[config.mk]
export PLATFORM = sky130hd
export DESIGN_NAME = cmt_channel
export DESIGN_NICKNAME = d
export VERILOG_FILES = /design/src/rtl/cmt_pkg.sv /design/src/rtl/cmt_prescaler.sv /design/src/rtl/cmt_loader.sv /design/src/rtl/cmt_channel.sv
export SDC_FILE = /design/constraint.sdc
export NUM_CORES = 1
export LEC_CHECK = 0
export ABC_AREA = 1
export BUFFER_PORTS_ARGS = -buffer_cell sky130_fd_sc_hd__buf_2
export CORE_UTILIZATION = 52
export DETAILED_ROUTE_END_ITERATION = 12
export PLACE_DENSITY_LB_ADDON = 0.15
export SYNTH_ARGS = -nofsm -noshare
export SYNTH_HDL_FRONTEND = slang
export SYNTH_HIERARCHICAL = 1
export SYNTH_SLANG_ARGS = --single-unit
[constraint.sdc]
create_clock -name clk -period 4.5 [get_ports clk]
set_input_delay 0.225 -clock clk [delete_from_list [all_inputs] [get_ports clk]]
set_output_delay 0.225 -clock clk [all_outputs]
set_load 0.05 [all_outputs]
[src/rtl/cmt_pkg.sv]
package cmt_pkg;
    localparam int CNT_W = 32;

    localparam int BIT_MATCH = 15;
    localparam int BIT_OVF   = 14;
    localparam int BIT_PEND  = 13;
    localparam int BIT_PER   = 8;
    localparam int BIT_IE    = 7;

    localparam logic [1:0] REQ_NONE = 2'd0;
    localparam logic [1:0] REQ_DMA  = 2'd1;
    localparam logic [1:0] REQ_IRQ  = 2'd2;

    localparam logic [1:0] ADR_CSR = 2'd0;
    localparam logic [1:0] ADR_CNT = 2'd1;
    localparam logic [1:0] ADR_CMP = 2'd2;

    typedef enum logic [1:0] {
        LD_IDLE  = 2'd0,
        LD_SYNC1 = 2'd1,
        LD_SYNC2 = 2'd2,
        LD_APPLY = 2'd3
    } ld_state_t;
endpackage

[src/rtl/cmt_prescaler.sv]
module cmt_prescaler #(
    parameter int DIV_W = 7
) (
    input  logic       clk,
    input  logic       rst_n,
    input  logic       run,
    input  logic [2:0] sel,
    output logic       tick
);
    logic [DIV_W-1:0] pc;
    logic [DIV_W-1:0] limit;
    logic             valid;

    always_comb begin
        valid = 1'b1;
        unique case (sel)
            3'd4:    limit = DIV_W'(7);
            3'd5:    limit = DIV_W'(31);
            3'd6:    limit = DIV_W'(127);
            3'd7:    limit = '0;
            default: begin
                limit = '0;
                valid = 1'b0;
            end
        endcase
    end

    assign tick = run && valid && (pc == limit);

    always_ff @(posedge clk or negedge rst_n) begin
        if (!rst_n)                  pc <= '0;
        else if (!run || pc == limit) pc <= '0;
        else                          pc <= pc + 1'b1;
    end

    // a divide-by-8 tick is never followed by another on the next cycle
    a_r7_div8_spacing: assert property (@(posedge clk) disable iff (!rst_n)
        (tick && sel == 3'd4 && $stable(sel)) |=> !tick);
endmodule

[src/rtl/cmt_loader.sv]
module cmt_loader
    import cmt_pkg::*;
#(
    parameter int W = CNT_W
) (
    input  logic         clk,
    input  logic         rst_n,
    input  logic         wr_req,
    input  logic [W-1:0] wr_data,
    output logic         pending,
    output logic         apply,
    output logic [W-1:0] apply_data
);
    ld_state_t    state, state_nx;
    logic [W-1:0] shadow;

    always_comb begin
        state_nx = state;
        unique case (state)
            LD_IDLE:  if (wr_req) state_nx = LD_SYNC1;
            LD_SYNC1: state_nx = LD_SYNC2;
            LD_SYNC2: state_nx = LD_APPLY;
            LD_APPLY: state_nx = LD_IDLE;
        endcase
    end

    always_ff @(posedge clk or negedge rst_n) begin
        if (!rst_n) state <= LD_IDLE;
        else        state <= state_nx;
    end

    always_ff @(posedge clk or negedge rst_n) begin
        if (!rst_n)                           shadow <= '0;
        else if (state == LD_IDLE && wr_req)  shadow <= wr_data;
    end

    always_comb begin
        pending = 1'b1;
        apply   = 1'b0;
        unique case (state)
            LD_IDLE:  pending = 1'b0;
            LD_SYNC1: ;
            LD_SYNC2: ;
            LD_APPLY: apply = 1'b1;
        endcase
    end

    assign apply_data = shadow;

    // a write during the pending window leaves the captured value alone
    a_r6_ignore_busy: assert property (@(posedge clk) disable iff (!rst_n)
        (pending && wr_req) |=> $stable(shadow));
    // an accepted write raises the pending flag on the next cycle
    a_r5_pend_after_write: assert property (@(posedge clk) disable iff (!rst_n)
        (!pending && wr_req) |=> pending);
endmodule

[src/rtl/cmt_channel.sv]
module cmt_channel
    import cmt_pkg::*;
#(
    parameter int W     = CNT_W,
    parameter int DIV_W = 7
) (
    input  logic         clk,
    input  logic         rst_n,
    input  logic         run,
    input  logic         bus_wr,
    input  logic [1:0]   bus_addr,
    input  logic [31:0]  bus_wdata,
    output logic [31:0]  bus_rdata,
    output logic         irq,
    output logic         dma_req
);
    localparam logic [W-1:0] ALL_ONES = '1;

    logic [W-1:0] cnt, cmp;
    logic         f_match, f_ovf;
    logic         c_per, c_ie;
    logic [1:0]   c_req;
    logic [2:0]   c_cks;

    logic         tick, pending, apply;
    logic [W-1:0] apply_data;
    logic         hit, wrap_ovf;
    logic         wr_csr, wr_cnt, wr_cmp;

    assign wr_csr = bus_wr && bus_addr == ADR_CSR;
    assign wr_cnt = bus_wr && bus_addr == ADR_CNT;
    assign wr_cmp = bus_wr && bus_addr == ADR_CMP;

    cmt_prescaler #(.DIV_W(DIV_W)) u_pre (
        .clk  (clk),
        .rst_n(rst_n),
        .run  (run),
        .sel  (c_cks),
        .tick (tick)
    );

    cmt_loader #(.W(W)) u_ld (
        .clk       (clk),
        .rst_n     (rst_n),
        .wr_req    (wr_cnt),
        .wr_data   (bus_wdata[W-1:0]),
        .pending   (pending),
        .apply     (apply),
        .apply_data(apply_data)
    );

    assign hit      = tick && !apply && cnt == cmp;
    assign wrap_ovf = tick && !apply && cnt == ALL_ONES && cnt != cmp;

    always_ff @(posedge clk or negedge rst_n) begin
        if (!rst_n)              cnt <= '0;
        else if (apply)          cnt <= apply_data;
        else if (hit && c_per)   cnt <= '0;
        else if (tick)           cnt <= cnt + 1'b1;
    end

    always_ff @(posedge clk or negedge rst_n) begin
        if (!rst_n)      cmp <= ALL_ONES;
        else if (wr_cmp) cmp <= bus_wdata[W-1:0];
    end

    always_ff @(posedge clk or negedge rst_n) begin
        if (!rst_n) begin
            c_per <= 1'b0;
            c_ie  <= 1'b0;
            c_req <= REQ_NONE;
            c_cks <= 3'd0;
        end else if (wr_csr) begin
            c_per <= bus_wdata[BIT_PER];
            c_ie  <= bus_wdata[BIT_IE];
            c_req <= bus_wdata[5:4];
            c_cks <= bus_wdata[2:0];
        end
    end

    always_ff @(posedge clk or negedge rst_n) begin
        if (!rst_n) begin
            f_match <= 1'b0;
            f_ovf   <= 1'b0;
        end else begin
            f_match <= (f_match && !(wr_csr && !bus_wdata[BIT_MATCH])) || hit;
            f_ovf   <= (f_ovf   && !(wr_csr && !bus_wdata[BIT_OVF]))   || wrap_ovf;
        end
    end

    always_ff @(posedge clk or negedge rst_n) begin
        if (!rst_n) dma_req <= 1'b0;
        else        dma_req <= hit && c_req == REQ_DMA;
    end

    assign irq = f_match && c_ie && c_req == REQ_IRQ;

    always_comb begin
        bus_rdata = '0;
        unique case (bus_addr)
            ADR_CSR: begin
                bus_rdata[BIT_MATCH] = f_match;
                bus_rdata[BIT_OVF]   = f_ovf;
                bus_rdata[BIT_PEND]  = pending;
                bus_rdata[BIT_PER]   = c_per;
                bus_rdata[BIT_IE]    = c_ie;
                bus_rdata[5:4]       = c_req;
                bus_rdata[2:0]       = c_cks;
            end
            ADR_CNT: bus_rdata[W-1:0] = cnt;
            ADR_CMP: bus_rdata[W-1:0] = cmp;
            default: bus_rdata = '0;
        endcase
    end

    // with run low and no load, the counter holds
    a_r2_freeze: assert property (@(posedge clk) disable iff (!rst_n)
        (!run && !apply) |=> $stable(cnt));
    // periodic match returns the counter to zero and sets the flag
    a_r3_periodic_wrap: assert property (@(posedge clk) disable iff (!rst_n)
        (tick && !apply && c_per && cnt == cmp) |=> (cnt == '0 && f_match));
    // match flag stays set unless a control write clears it
    a_r4_sticky_match: assert property (@(posedge clk) disable iff (!rst_n)
        (f_match && !wr_csr) |=> f_match);
    // overflow flag stays set unless a control write clears it
    a_r10_sticky_ovf: assert property (@(posedge clk) disable iff (!rst_n)
        (f_ovf && !wr_csr) |=> f_ovf);
endmodule

==> results of run 1 <==
sequential cells by signal (all words and copies together), names as in the netlist, 2 cells and up:
| signal | cells |
|---|---|
| cnt | 32 |
| u_pre/pc | 7 |
| u_ld/state | 2 |
| u_ld/apply_data | 32 |
| cmp | 32 |
| c_cks | 3 |
| c_req | 2 |
cells in the mapped netlist (2+ instances only):
library cell and instances:
buf_2 2, clkbuf_1 24, nor2_4 3, dfrtp_1 83, nor3_1 17, ha_1 10, inv_2 10, clkbuf_2 2
nand2_2 15, nor2_1 92, nor2_2 5, nand3_1 57, nand2_4 2, a21oi_1 56, nand2_1 333, nand4_1 8
mux2_2 4, buf_4 9, o21ai_2 20, a22oi_1 25, o21ai_0 21, xnor2_1 2, inv_1 102, buf_12 2
buf_6 5, dfstp_2 32, xor2_1 31, nand3_2 2
final cells by class:
class	count	area share, %
Tap cell	176	2.74
Multi-Input combinational cell	709	43.5
Timing Repair Buffer	80	5.29
Clock inverter	5	0.623
Inverter	113	5.28
Sequential cell	115	36.3
Clock buffer	27	6.26
power groups by stage:
| stage | Sequential [uW] | Combinational, uW | Clock [uW] |
|---|---|---|---|
| 4_1_cts | 1780 | 1560 | 1280 |
| 2_1_floorplan | 1640 | 1310 | 0 |
| 3_3_place_gp | 1790 | 1520 | 0 |
| 5_1_grt | 1840 | 1770 | 1330 |
| 3_5_place_dp | 1790 | 1550 | 0 |
| 6_report | 1790 | 1570 | 1270 |
layer usage:
layer / wire length, um / share of wire [%] / track usage (%) / vias up
li1: - / - / - / 3182
met4: 311 / 1.6 / 9.65 / 0
met3: 1070 / 5.6 / 6.18 / 22
met1: 9080 / 48 / 41.4 / 3082
met2: 8500 / 45 / 42.7 / 206
met5: 0 / 0 / 0 / -
kinds of logic (layout without fill, tap and decap cells):
logic type / count (synthesis) / after routing
xor gates and xnor gates: 33 / 33
and+or+nand+nor: 538 / 538
DFF: 115 / 115
adders and majority gates: 10 / 10
muxes: 5 / 5
buffers and inverters: 158 / 225
AOI/OAI and AO/OA: 123 / 123
placed cells by master, fill, tap and decap left out, drive strengths merged, types with 27 or more instances in the layout:
master | synthesis | final
nand2 | 351 | 351
inv | 112 | 112
nor2 | 100 | 100
dfrtp | 83 | 83
buf | 19 | 80
nand3 | 60 | 60
a21oi | 56 | 56
o21ai | 42 | 42
dfstp | 32 | 32
xor2 | 31 | 31
clkbuf | 26 | 27
metrics by stage:
step	setup WS (ps)	hold WS, ps	cell area (um2)	cells
floorplan	2480	-70.6	7110	982
global placement	2050	461	7480	1193
detailed placement	1890	464	7480	1193
CTS	1850	34.3	8040	1225
global route	1570	49.8	8040	1225
finish	1850	-4.24	8040	1225
path summary, 6_finish.rpt:
kind | slack, ps | from | endpoint
min reg2reg | 470 | u_ld/apply_data[18] | u_ld/apply_data[18]
min | -4 | rst_n | c_ie
max reg2reg | 1850 | c_cks[1] | cnt[2]
max | 1850 | c_cks[1] | cnt[2]
max in group asynchronous | 3390 | rst_n | cmp[10]
min in group clk | 50 | bus_wdata[18] | cmp[18]
==> impl_metrics.tcl, run 1 <==
set metrics [dict create \
    synthTopCellsByArea "dfrtp_1, nand2_1, dfstp_2, inv_1, nor2_1" \
    hold_slack_ps -4.24 \
    drt_first_pass_iters 4 \
    ctsHoldBuffers 0 \
    cp_slowest_cell "nor2_1" \
    synth_mux_area_share_pct 0.774 \
    synth_top_family_by_area "simple AND/OR/NAND/NOR gates" \
    vdd.ir_drop.worst_mv 0.348 \
    slew_headroom_pct 30.0 \
    core-area_um2 13300 \
    cts_setup_buffers 0 \
    pwr-share-seq_pct 38.7 \
    cts_sinks 115 \
    r2r_cells 13 \
    synth-seq-area-share_pct 41.0 \
    critPathKind "flop to flop" \
    drc_errors 0 \
    async_reset_ff_share_pct 100 \
    synth_adder_area_share_pct 1.76 \
    ioPinCount 72 \
    cp_max_fo 24 \
    htree_levels 4 \
    design_power_total_uw 4620 \
    cp-start-kind "flop" \
    wire_per_inst_um 15.5 \
    clock-root-buffer "clkbuf_16" \
    gp_congestion 0.936 \
    setup_tns_ps 0 \
    overflow 0 \
    setup_viol 0 \
    multi_input_area_um2 3490 \
    hp-class "primary input to async pin" \
    p_leak_uw 0.00413 \
    synth_edf_count 0 \
    area_growth_pct 13.0 \
    cp.buffers_inverters 2 \
    p_int_uw 2750 \
    nNetsFinal 1084 \
    yosysTopAreaCell "dfrtp_1" \
    routed_wl_um 19000 \
    synth_compound_area_share_pct 10.6 \
    worstPathRequired_ps 4780 \
    path_cells "inv_1, nand3_1, nand2_2, nand2_1, nand2_1, nor2_2, nand2_2, nor2_1, inv_1, nor2_1, nand3_4, nand2_4, o21ai_0" \
    cts_resized 0 \
    power_frac_clock_pct 27.4 \
    grtUsageTotal_pct 28.7 \
    die_y_um 119 \
    status "complete, but fails checks" \
    power_switching_uw 1870 \
    vias 6492 \
    synth-xor-area-share_pct 4.07 \
    worst-path-stages 13 \
    nFillCells 1269 \
    synth-simple-area-share_pct 31.9 \
    drive_gt1_share_pct 19.4 \
    hold_violations 1 \
    fp.dieArea_um2 14100 \
    clkLatencyLatePin_ps 420 \
    drv_slew 0 \
    clock.fmax_ghz 0.377 \
    place_hpwl_um 13000 \
    synthesis.area_um2 7110 \
    antenna_cells 0 \
    p_per_area_nw_per_um2 575 \
    pwr-share-comb_pct 33.9 \
    die_x_um 119 \
    numPortBuffers 71 \
    syn_nets 1030 \
    antenna_found_initial 0 \
    drt_iter0_drc 465 \
    worstPathArrival_ps 2930 \
    finalCriticalPeriod_ps 2650 \
    clockBufferDepth 2 \
    postRouteAntennaNets 0 \
    cts_buffers 17 \
    synth_warnings 6 \
    routed_via_density 5.30 \
    grt_pass1_wl_um 31300 \
    fin_crit_sh_pct 59.0 \
    violations "hold timing" \
    grt_pass1_vias 6044 \
    cts_tree "yes" \
    sw_frac_of_total_pct 40.5 \
    ys_seq_elements 115 \
    post-route-util_pct 60.4 \
    placement_rows 42 \
    seq_area_um2 2920 \
    start_util_pct 53.5 \
    syn_avg_cell_area_um2 7.24 \
    endpoint_kind "flop" \
    critPathTopFamily "simple AND/OR/NAND/NOR gates" \
    syn-instance-count 982 \
    cap_viol_max_count 0 \
    grt_max_degree 82 \
    fin_worst_skew_ps 8.84 \
    synth_top_area_share_pct 29.2 \
    clkTransAtPathRegs_ps 50 \
    yosysUniqueCellTypes 36 \
    dominantRegCellSynth "dfrtp_1" \
    slowest_delay_ps 450 \
    worst_pin_slew_ps 1050 \
    rsz0062_at_grt "false" \
]
(Power assumes the default switching activity.)
==> run 2, diff against run 1 <==
==> constraint.sdc (replaced) <==
create_clock -name clk -period 2.6 [get_ports clk]
set_input_delay 0.13 -clock clk [delete_from_list [all_inputs] [get_ports clk]]
set_output_delay 0.13 -clock clk [all_outputs]
set_load 0.05 [all_outputs]
==> run 2 against run 1 <==
Against the previous run:
- the run now ends clean
- critical endpoint is now cnt[28]
- highest routed layer unchanged
- total power rose by 78%
- largest cell class unchanged
- global-route usage rose by 1.2 points
- clock power up 84%
- die area is the same
- critical path depth down 5
- setup slack got worse by 1600 ps
- clock skew decreased by 1.9 ps
- maximum frequency grew 13%
==> impl_metrics.tcl, run 2 (synthesis gave the netlist of run 1 again) <==
set metrics [dict create \
    drive_gt1_share_pct 19.8 \
    p_per_area_nw_per_um2 967 \
    antenna_cells 0 \
    design_power_total_uw 8230 \
    layout_common_cells "nand2_1, inv_1, nor2_1, dfrtp_1, buf_2" \
    worstPathArrival_ps 2650 \
    grt_pass1_wl_um 32600 \
    setup_tns_ps 0 \
    die_x_um 119 \
    worst_pin_slew_ps 805 \
    r2r_end "cnt[28]" \
    cts_buffers 17 \
    vias 6636 \
    grt-busiest-layer "met2" \
    grt.met3_usage_pct 6.99 \
    multi_input_area_um2 3500 \
    gp_congestion 0.946 \
    fin_crit_sh_pct 90.5 \
    clkLatencyLatePin_ps 430 \
    hp-start "run" \
    worstHoldEndpoint "u_pre/pc[5]" \
    critPathTopFamily "simple AND/OR/NAND/NOR gates" \
    numPortBuffers 71 \
    finalCriticalPeriod_ps 2350 \
    grt_pass1_vias 6439 \
    rrSetupSlack_ps 250 \
    die_y_um 119 \
    rsz0062_at_grt "false" \
    vdd.ir_drop.worst_mv 0.523 \
    grtUsageTotal_pct 29.9 \
    postRouteAntennaNets 0 \
    routed_via_density 5.24 \
    clock-root-buffer "clkbuf_16" \
    drv_slew 0 \
    hold_violations 0 \
    drt_iter0_drc 543 \
    whs_path_depth 3 \
    cp_max_fo 7 \
    grt_max_degree 46 \
    nFillCells 1190 \
    fp.dieArea_um2 14100 \
    cap_viol_max_count 0 \
    critPathKind "flop to flop" \
    drt_first_pass_iters 5 \
    start_util_pct 53.5 \
    cp-start-kind "flop" \
    drc_errors 0 \
    reg2reg_from "cnt[0]" \
    path_cells "ha_1, nand2_1, nor2_1, nand4_1, nor2_1, nand4_1, xor2_1, o21ai_2" \
    worstPathRequired_ps 2900 \
    overflow 0 \
    grtUsageMet1_pct 41.9 \
    ioPinCount 72 \
    p_leak_uw 0.00434 \
    r2r_cells 8 \
    clkTransAtPathRegs_ps 60 \
    area_growth_pct 19.7 \
    cp_slowest_cell "dfrtp_1" \
    clock.fmax_ghz 0.425 \
    clockBufferDepth 2 \
    placement_rows 42 \
    antenna_found_initial 0 \
    hp-class "primary input to flop" \
    seq_area_um2 2920 \
    layout_commonest_cell "nand2_1" \
    fin_worst_skew_ps 6.94 \
    status "finished, final reports clean" \
    setup_viol 0 \
    slowest_delay_ps 480 \
    wire_per_inst_um 15.7 \
    core-area_um2 13300 \
    cts_tree "yes" \
    slew_headroom_pct 46.3 \
    cp.buffers_inverters 0 \
    nNetsFinal 1125 \
    htree_levels 4 \
    cts_sinks 115 \
    place_hpwl_um 13600 \
    use_met2_pct 45.8 \
    routed_wl_um 19900 \
    endpoint_kind "flop" \
    hold_slack_ps 27.4 \
]
[run 2: changes by cell type in the layout (fill, tap and decap cells not counted), sizes merged]
cell | before | now
clkinv | 5 | 7
dlygate4sd3 | 0 | 33
buf | 80 | 88
clkinvlp | 0 | 2
clkbuf | 27 | 22
bufinv | 1 | 2
[run 2: area by class of cell]
| cell class | instances | area share (%) |
|---|---|---|
| clock inverters | 10 | 1.24 |
| inverters | 113 | 4.99 |
| well taps | 176 | 2.59 |
| flip-flops and latches | 115 | 34.3 |
| multi-input cells | 709 | 41.2 |
| clock buffers | 22 | 5.69 |
| repair buffers | 121 | 10.0 |
[run 2: worst max-delay path by stage]
stage               cells past startpoint  startpoint      end
floorplan                              14    c_cks[2]  cnt[26]
global placement                        8      cnt[0]  cnt[28]
detailed placement                     13    c_cks[2]   cnt[2]
CTS                                    13    c_cks[2]   cnt[2]
global route                            8      cnt[0]  cnt[28]
finish                                  8      cnt[0]  cnt[28]
[run 2: routing by layer]
| layer | share of wire (%) | up-vias | routed length, um |
|---|---|---|---|
| met2 | 45 | 232 | 8840 |
| met1 | 46 | 3109 | 9220 |
| li1 | - | 3268 | - |
| met3 | 7.1 | 27 | 1420 |
| met5 | 0 | - | 0 |
| met4 | 2.0 | 0 | 389 |
[run 2: repair_timing]
action                                  4_1_cts  5_1_grt
endpoints found under the hold margin       100        0
setup buffers                                 0        0
resized for setup                             0        1
endpoints found under the setup margin        0        2
hold buffers                                 33        0
[run 2: power by group]
part | switching [uW] | leakage, uW | internal [uW]
Sequential | 671 | 0.00139 | 2420
Combinational | 1820 | 0.00266 | 979
Clock | 844 | 0.000291 | 1500
[run 2: worst min-delay path: stages]
cell	delay, ps
buf_2	130
nand2_4	120
nor2_2	40
[run 2: through the flow]
| stage | cells | setup slack, ps | utilization [%] | instance area, um2 |
|---|---|---|---|---|
| final | 1266 | 248 | 64.0 | 8510 |
| after global routing | 1266 | 139 | 64.0 | 8510 |
| after floorplan | 982 | 576 | - | 7110 |
| after detailed placement | 1201 | 287 | 57.0 | 7580 |
| after global placement | 1201 | 359 | 57.0 | 7580 |
| after CTS | 1266 | 294 | 63.9 | 8500 |
